$ cat src/rtl/stmx_pkg.sv
package stmx_pkg;
   typedef enum logic {
      TC_SHORT = 1'b0,
      TC_LONG  = 1'b1
   } stmx_tc_e;

   typedef enum logic [1:0] {
      RAMP_DOWN = 2'd0,
      RAMP_HOLD = 2'd1,
      RAMP_UP   = 2'd2
   } stmx_ramp_e;
endpackage

$ cat src/rtl/stmx_blend_ramp.sv
module stmx_blend_ramp
   import stmx_pkg::*;
#(
   parameter int QUAL_W  = 8,
   parameter int BLEND_W = 8
) (
   input  logic               clk,
   input  logic               rst_n,
   input  logic               step_en,
   input  logic               force_mono,
   input  logic [QUAL_W-1:0]  quality,
   input  logic [QUAL_W-1:0]  thr_lo,
   input  logic [QUAL_W-1:0]  thr_hi,
   output logic [BLEND_W-1:0] blend_next,
   output logic [BLEND_W-1:0] blend_q
);
   localparam logic [BLEND_W-1:0] BLEND_MAX = '1;
   localparam logic [BLEND_W-1:0] BLEND_ONE = BLEND_W'(1);

   stmx_ramp_e dir;

   always_comb begin
      if (quality < thr_lo) begin
         dir = (blend_q != '0) ? RAMP_DOWN : RAMP_HOLD;
      end else if (quality > thr_hi) begin
         dir = (blend_q != BLEND_MAX) ? RAMP_UP : RAMP_HOLD;
      end else begin
         dir = RAMP_HOLD;
      end
   end

   always_comb begin
      if (force_mono) begin
         blend_next = '0;
      end else begin
         case (dir)
            RAMP_DOWN: blend_next = blend_q - BLEND_ONE;
            RAMP_UP:   blend_next = blend_q + BLEND_ONE;
            default:   blend_next = blend_q;
         endcase
      end
   end

   always_ff @(posedge clk) begin
      if (!rst_n) begin
         blend_q <= '0;
      end else if (step_en) begin
         blend_q <= blend_next;
      end
   end
endmodule

$ cat src/rtl/stmx_matrix.sv
module stmx_matrix #(
   parameter int SAMPLE_W = 16,
   parameter int BLEND_W  = 8
) (
   input  logic signed [SAMPLE_W-1:0] sum_in,
   input  logic signed [SAMPLE_W-1:0] diff_in,
   input  logic        [BLEND_W-1:0]  blend,
   output logic signed [SAMPLE_W-1:0] chan_out [2]
);
   localparam int PROD_W = SAMPLE_W + BLEND_W + 1;
   localparam int MIX_W  = SAMPLE_W + 2;
   localparam logic signed [MIX_W-1:0] POS_RAIL = MIX_W'((2 ** (SAMPLE_W - 1)) - 1);
   localparam logic signed [MIX_W-1:0] NEG_RAIL = -MIX_W'(2 ** (SAMPLE_W - 1));

   logic signed [PROD_W-1:0]   prod;
   logic signed [SAMPLE_W:0]   scaled;

   always_comb begin
      prod   = diff_in * $signed({1'b0, blend});
      scaled = (SAMPLE_W + 1)'(prod >>> BLEND_W);
   end

   function automatic logic signed [SAMPLE_W-1:0] clamp(input logic signed [MIX_W-1:0] v);
      if (v > POS_RAIL) begin
         return POS_RAIL[SAMPLE_W-1:0];
      end else if (v < NEG_RAIL) begin
         return NEG_RAIL[SAMPLE_W-1:0];
      end else begin
         return v[SAMPLE_W-1:0];
      end
   endfunction

   for (genvar ch = 0; ch < 2; ch++) begin : g_chan
      logic signed [MIX_W-1:0] mix;
      if (ch == 0) begin : g_add
         assign mix = MIX_W'(sum_in) + MIX_W'(scaled);
      end else begin : g_sub
         assign mix = MIX_W'(sum_in) - MIX_W'(scaled);
      end
      assign chan_out[ch] = clamp(mix);
   end
endmodule

$ cat src/rtl/stmx_deemph.sv
module stmx_deemph
   import stmx_pkg::*;
#(
   parameter int                SAMPLE_W   = 16,
   parameter int                COEF_W     = 16,
   parameter logic [COEF_W-1:0] COEF_SHORT = COEF_W'(11167),
   parameter logic [COEF_W-1:0] COEF_LONG  = COEF_W'(7946),
   parameter bit                PRESENT    = 1'b1
) (
   input  logic                       clk,
   input  logic                       rst_n,
   input  logic                       smp_en,
   input  logic                       filt_en,
   input  logic                       tc_sel,
   input  logic signed [SAMPLE_W-1:0] x_in,
   output logic signed [SAMPLE_W-1:0] y_out
);
   localparam int FRAC   = COEF_W - 1;
   localparam int DIFF_W = SAMPLE_W + 1;
   localparam int PROD_W = DIFF_W + COEF_W + 1;
   localparam int STEP_W = SAMPLE_W + 3;
   localparam logic [COEF_W-1:0] COEF_TAB [2] = '{COEF_SHORT, COEF_LONG};

   logic signed [SAMPLE_W-1:0] y_q;
   logic signed [SAMPLE_W-1:0] y_next;

   if (PRESENT) begin : g_filter
      stmx_tc_e                 tc;
      logic [COEF_W-1:0]        alpha;
      logic signed [DIFF_W-1:0] delta;
      logic signed [PROD_W-1:0] prod;
      logic signed [STEP_W-1:0] step;
      logic signed [STEP_W-1:0] acc;

      always_comb begin
         tc    = stmx_tc_e'(tc_sel);
         alpha = COEF_TAB[(tc == TC_LONG) ? 1 : 0];
         delta = DIFF_W'(x_in) - DIFF_W'(y_q);
         prod  = delta * $signed({1'b0, alpha});
         step  = STEP_W'(prod >>> FRAC);
         acc   = STEP_W'(y_q) + step;
         y_next = filt_en ? SAMPLE_W'(acc) : x_in;
      end
   end else begin : g_bypass
      assign y_next = x_in;
   end

   always_ff @(posedge clk) begin
      if (!rst_n) begin
         y_q <= '0;
      end else if (smp_en) begin
         y_q <= y_next;
      end
   end

   assign y_out = y_q;
endmodule

$ cat src/rtl/stereo_blend_matrix.sv
module stereo_blend_matrix
   import stmx_pkg::*;
#(
   parameter int                SAMPLE_W   = 16,
   parameter int                QUAL_W     = 8,
   parameter int                BLEND_W    = 8,
   parameter int                COEF_W     = 16,
   parameter logic [COEF_W-1:0] COEF_50US  = COEF_W'(11167),
   parameter logic [COEF_W-1:0] COEF_75US  = COEF_W'(7946),
   parameter bit                HAS_DEEMPH = 1'b1
) (
   input  logic                       clk,
   input  logic                       rst_n,
   input  logic                       in_valid,
   input  logic signed [SAMPLE_W-1:0] in_sum,
   input  logic signed [SAMPLE_W-1:0] in_diff,
   input  logic        [QUAL_W-1:0]   quality,
   input  logic        [QUAL_W-1:0]   thr_lo,
   input  logic        [QUAL_W-1:0]   thr_hi,
   input  logic                       force_mono,
   input  logic                       deemph_en,
   input  logic                       tc_sel,
   output logic                       out_valid,
   output logic signed [SAMPLE_W-1:0] out_left,
   output logic signed [SAMPLE_W-1:0] out_right,
   output logic                       stereo
);
   localparam int NUM_CH = 2;
   localparam longint COEF_LIMIT = longint'(1) << (COEF_W - 1);

   if (SAMPLE_W < 4 || SAMPLE_W > 32) begin : g_bad_sample_w
      $error("SAMPLE_W must lie in 4..32");
   end
   if (BLEND_W < 1 || BLEND_W > 12) begin : g_bad_blend_w
      $error("BLEND_W must lie in 1..12");
   end
   if (QUAL_W < 1) begin : g_bad_qual_w
      $error("QUAL_W must be positive");
   end
   if (longint'(COEF_50US) >= COEF_LIMIT || longint'(COEF_75US) >= COEF_LIMIT) begin : g_bad_coef
      $error("filter coefficients must stay below one");
   end

   logic [BLEND_W-1:0]         blend_next;
   logic [BLEND_W-1:0]         blend_q;
   logic signed [SAMPLE_W-1:0] mat_comb [NUM_CH];
   logic signed [SAMPLE_W-1:0] mat_q    [NUM_CH];
   logic signed [SAMPLE_W-1:0] filt_out [NUM_CH];
   logic                       stage1_v;
   logic                       stage2_v;

   stmx_blend_ramp #(
      .QUAL_W  (QUAL_W),
      .BLEND_W (BLEND_W)
   ) i_ramp (
      .clk        (clk),
      .rst_n      (rst_n),
      .step_en    (in_valid),
      .force_mono (force_mono),
      .quality    (quality),
      .thr_lo     (thr_lo),
      .thr_hi     (thr_hi),
      .blend_next (blend_next),
      .blend_q    (blend_q)
   );

   stmx_matrix #(
      .SAMPLE_W (SAMPLE_W),
      .BLEND_W  (BLEND_W)
   ) i_matrix (
      .sum_in   (in_sum),
      .diff_in  (in_diff),
      .blend    (blend_next),
      .chan_out (mat_comb)
   );

   always_ff @(posedge clk) begin
      if (!rst_n) begin
         stage1_v <= 1'b0;
         stage2_v <= 1'b0;
      end else begin
         stage1_v <= in_valid;
         stage2_v <= stage1_v;
      end
   end

   for (genvar ch = 0; ch < NUM_CH; ch++) begin : g_lane
      always_ff @(posedge clk) begin
         if (!rst_n) begin
            mat_q[ch] <= '0;
         end else if (in_valid) begin
            mat_q[ch] <= mat_comb[ch];
         end
      end

      stmx_deemph #(
         .SAMPLE_W   (SAMPLE_W),
         .COEF_W     (COEF_W),
         .COEF_SHORT (COEF_50US),
         .COEF_LONG  (COEF_75US),
         .PRESENT    (HAS_DEEMPH)
      ) i_deemph (
         .clk     (clk),
         .rst_n   (rst_n),
         .smp_en  (stage1_v),
         .filt_en (deemph_en),
         .tc_sel  (tc_sel),
         .x_in    (mat_q[ch]),
         .y_out   (filt_out[ch])
      );
   end

   assign out_valid = stage2_v;
   assign out_left  = filt_out[0];
   assign out_right = filt_out[1];
   assign stereo    = (blend_q != '0) && !force_mono;
endmodule

$ cat config.mk
export PLATFORM = sky130hd
export DESIGN_NAME = stereo_blend_matrix
export DESIGN_NICKNAME = d
export VERILOG_FILES = /design/src/rtl/stmx_pkg.sv /design/src/rtl/stmx_blend_ramp.sv /design/src/rtl/stmx_matrix.sv /design/src/rtl/stmx_deemph.sv /design/src/rtl/stereo_blend_matrix.sv
export SDC_FILE = /design/constraint.sdc
export NUM_CORES = 2
export LEC_CHECK = 0
export ABC_AREA = 1
export BUFFER_PORTS_ARGS = -buffer_cell sky130_fd_sc_hd__buf_2
export CORE_AREA = 2 2 324 358
export CTS_CLUSTER_SIZE = 20
export DETAILED_ROUTE_END_ITERATION = 7
export DIE_AREA = 0 0 326 360
export PLACE_DENSITY = 0.44
export SYNTH_ARGS = -nofsm -noshare
export SYNTH_HDL_FRONTEND = slang
export SYNTH_HIERARCHICAL = 1
export SYNTH_SLANG_ARGS = --single-unit
$ cat constraint.sdc
create_clock -name clk -period 12.4 [get_ports clk]
set_input_delay 2.48 -clock clk [delete_from_list [all_inputs] [get_ports clk]]
set_output_delay 2.48 -clock clk [all_outputs]
set_load 0.02 [all_outputs]
==> flow_metrics.py <==
metrics = {
    "setup_path": {
        "required_ns": 12.49,
        "end_kind": "flop",
        "crit_fanout": 16,
        "cpPeakStageDelay_ns": 0.52,
        "crit_path_frequent_cell": "nand2_1",
        "cp_slowest_cell": "inv_1",
        "path_class": "input pin to flop",
        "start_kind": "input pin",
        "crit_arrival_ns": 10.58,
    },
    "floorplan": {
        "die_y_um": 360,
        "io_pins": 96,
        "die_w_um": 326,
        "die-area_um2": 117400,
        "start_util_pct": 24.87,
        "num_rows": 130,
        "core_um2": 113700,
    },
    "logic_synthesis": {
        "syn_inst": 3746,
        "synth_edf_count": 32,
        "async_flop_share_pct": 0,
        "synth_top_cell_by_area": "fa_1",
        "mappedNetlistNets": 4626,
        "ys_warn_count": 6,
        "syn_area_um2": 28270,
        "synth_cell_types": 59,
        "synth_top_flop_cell": "dfxtp_1",
        "synth_area_leaders": "fa_1 (29%), ha_1 (18%), inv_1 (13%)",
        "syn-mean-instance-area_um2": 7.548,
        "ys_seq_area_share_pct": 6.372,
        "synth-seq-cells": 74,
        "synth_top_area_share_pct": 29.17,
    },
    "detailed_routing": {
        "drtAntennaViolNets": 0,
        "drt_iter0_markers": 859,
        "drcViolationCount": 0,
        "vias": 22300,
        "routedWlPerCell_um": 14.82,
        "dr.pass1.iters": 5,
        "vias_per_cell": 4.218,
        "routed_wl_um": 78340,
    },
    "job": {
        "maxCapViolCount": 0,
    },
    "clocking": {
        "hold_buffers": 0,
        "cts_sinks": 74,
        "cts_root_buf": "clkbuf_16",
        "clk_latency_ns": 0.37,
        "clockBufferDepth": 2,
        "post_cts_buffers": 0,
        "h-tree-depth": 3,
        "cts_resized": 0,
        "cts_buffers": 9,
        "cts_tree": "yes",
        "clkSlewWorstSetupHoldPaths_ns": 0.06,
    },
    "sta": {
        "maxSlewViolCount": 0,
        "worst_slack_ns": 1.908,
        "worst_pin_slew_ns": 1.004,
        "fin_setup_tns_ns": 0,
        "hold_violations": 0,
        "layout_min_cycle_time_ns": 10.49,
        "fmaxAchievable_ghz": 0.09531,
        "grt_setup_unrepaired": "false",
        "setup_viol": 0,
        "slew_headroom_pct": 32.62,
        "period_share_pct": 84.62,
        "skew_ns": 0.007894,
    },
    "place": {
        "place.gp.congestion": 0.8248,
        "portBuffers": 95,
        "dp_slack_ns": 1.493,
        "dpl.hpwl_um": 69500,
    },
    "layout": {
        "seqCellArea_um2": 1802,
        "multi_input_comb_area_um2": 22230,
        "layout.nets": 4642,
        "n_fill_cell": 12640,
        "drive_gt1_share_pct": 7.964,
        "synthToLayoutAreaGrowth_pct": 8.080,
    },
    "grt": {
        "grt_start_max_net_pins": 39,
        "grt.total_usage_pct": 13.84,
        "antenna_found_initial": 10,
        "grt_pass1_vias": 23830,
        "grt_pass1_wl_um": 130100,
        "grt-ovfl-total": 0,
    },
    "status": {
        "status": "complete, no violations",
    },
    "min_path": {
        "min_path_type": "flop to flop",
    },
}
## final timing paths
| kind | startpoint | endpoint | slack [ns] | depth (start not counted) |
|---|---|---|---|---|
| setup / recovery | quality[7] | mat_q[0][13] | 1.91 | 42 |
| setup reg to reg | g_lane[0].i_deemph/y_out[6] | g_lane[0].i_deemph/y_out[15] | 1.93 | 42 |
| hold reg to reg | g_lane[1].i_deemph/y_out[15] | g_lane[1].i_deemph/y_out[15] | 0.51 | 2 |
| hold / removal | g_lane[1].i_deemph/y_out[15] | g_lane[1].i_deemph/y_out[15] | 0.51 | 2 |
## state kept, by name, summed over array words and instances, names as in the netlist
signal                 count
g_lane.i_deemph/y_out     32
i_ramp/blend_q             8
mat_q                     32
out_valid                  1
stage1_v                   1
## per-layer routing
layer | track usage [%] | vias up | part of all wire, %
met4 | 1.699 | 0 | 0.87
met2 | 24.00 | 222 | 48
met3 | 0.8321 | 35 | 1.9
met1 | 19.33 | 10700 | 49
li1 | - | 11340 | -
met5 | 0 | - | 0
## worst max-delay path, delay by kind of cell
family                     cells  cell delay, ns
buffers and inverters          8            0.98
and+or+nand+nor               21            2.89
AOI/OAI and AO/OA              3            0.47
xor gates and xnor gates       2            0.20
adders and majority gates      8            3.53
## cells by family after synthesis
kind of cell | count (synthesis) | share of synthesized area (%)
xor+xnor | 140 | 4.496
compound gates | 429 | 8.961
fa+ha+maj | 818 | 47.14
buf+inv | 1106 | 15.00
flops | 74 | 6.372
simple gates | 1179 | 18.03
## cell usage after synthesis (4+ instances only)
master,number
edfxtp_1,32
o21a_1,8
a21oi_1,193
nand3_2,9
xnor2_1,49
nor3_1,19
a21oi_2,12
clkbuf_1,75
xor2_1,88
inv_1,974
nor2_2,39
o21ai_1,17
ha_1,406
o211ai_1,15
a21boi_0,5
or2_2,17
nand4_1,21
nand2_4,10
nor4_1,5
nor2_4,4
buf_2,9
a211oi_1,6
fa_1,412
nand2_1,698
nand2_2,42
o21bai_1,33
buf_6,9
a221oi_1,8
o21ai_0,93
o211ai_2,5
a21o_1,12
and2_1,4
nand3b_1,4
a31oi_1,12
nor2_1,211
inv_2,29
dfxtp_1,42
nand3_1,86
## placed cells by master, fill, tap and decap left out, types with 39 or more instances in the layout
cell type / Yosys / final
xnor2_1: 49 / 49
o21ai_0: 93 / 93
nand2_2: 42 / 42
nand2_1: 698 / 698
inv_1: 974 / 974
nor2_2: 39 / 39
nand3_1: 86 / 86
dfxtp_1: 42 / 42
fa_1: 412 / 412
xor2_1: 88 / 88
buf_2: 9 / 95
nor2_1: 211 / 211
a21oi_1: 193 / 193
ha_1: 406 / 406
## metrics by stage
stage                     cells  cell area [um^2]  util (%)  hold slack [ns]
after global routing       5286             30560     26.88           0.5390
after CTS                  5285             30560     26.88           0.5055
after detailed placement   5269             30260     26.62           0.4943
final                      5286             30560     26.88           0.5059
after floorplan            3746             28270         -           0.4857
after global placement     5269             30260     26.62           0.4922
## cell type report
cell class,instances,share of cell area [%]
clock buffers,10,0.7493
repair buffers,106,1.826
flip-flops and latches,74,5.896
multi-input cells,2566,72.75
clock inverters,6,0.2129
inverters,1005,12.34
diodes,1,0.008189
well taps,1518,6.215
Power is left out: the tool's default activity adds up to more than one toggle a clock period on the data nets, which glitch-free logic cannot reach.
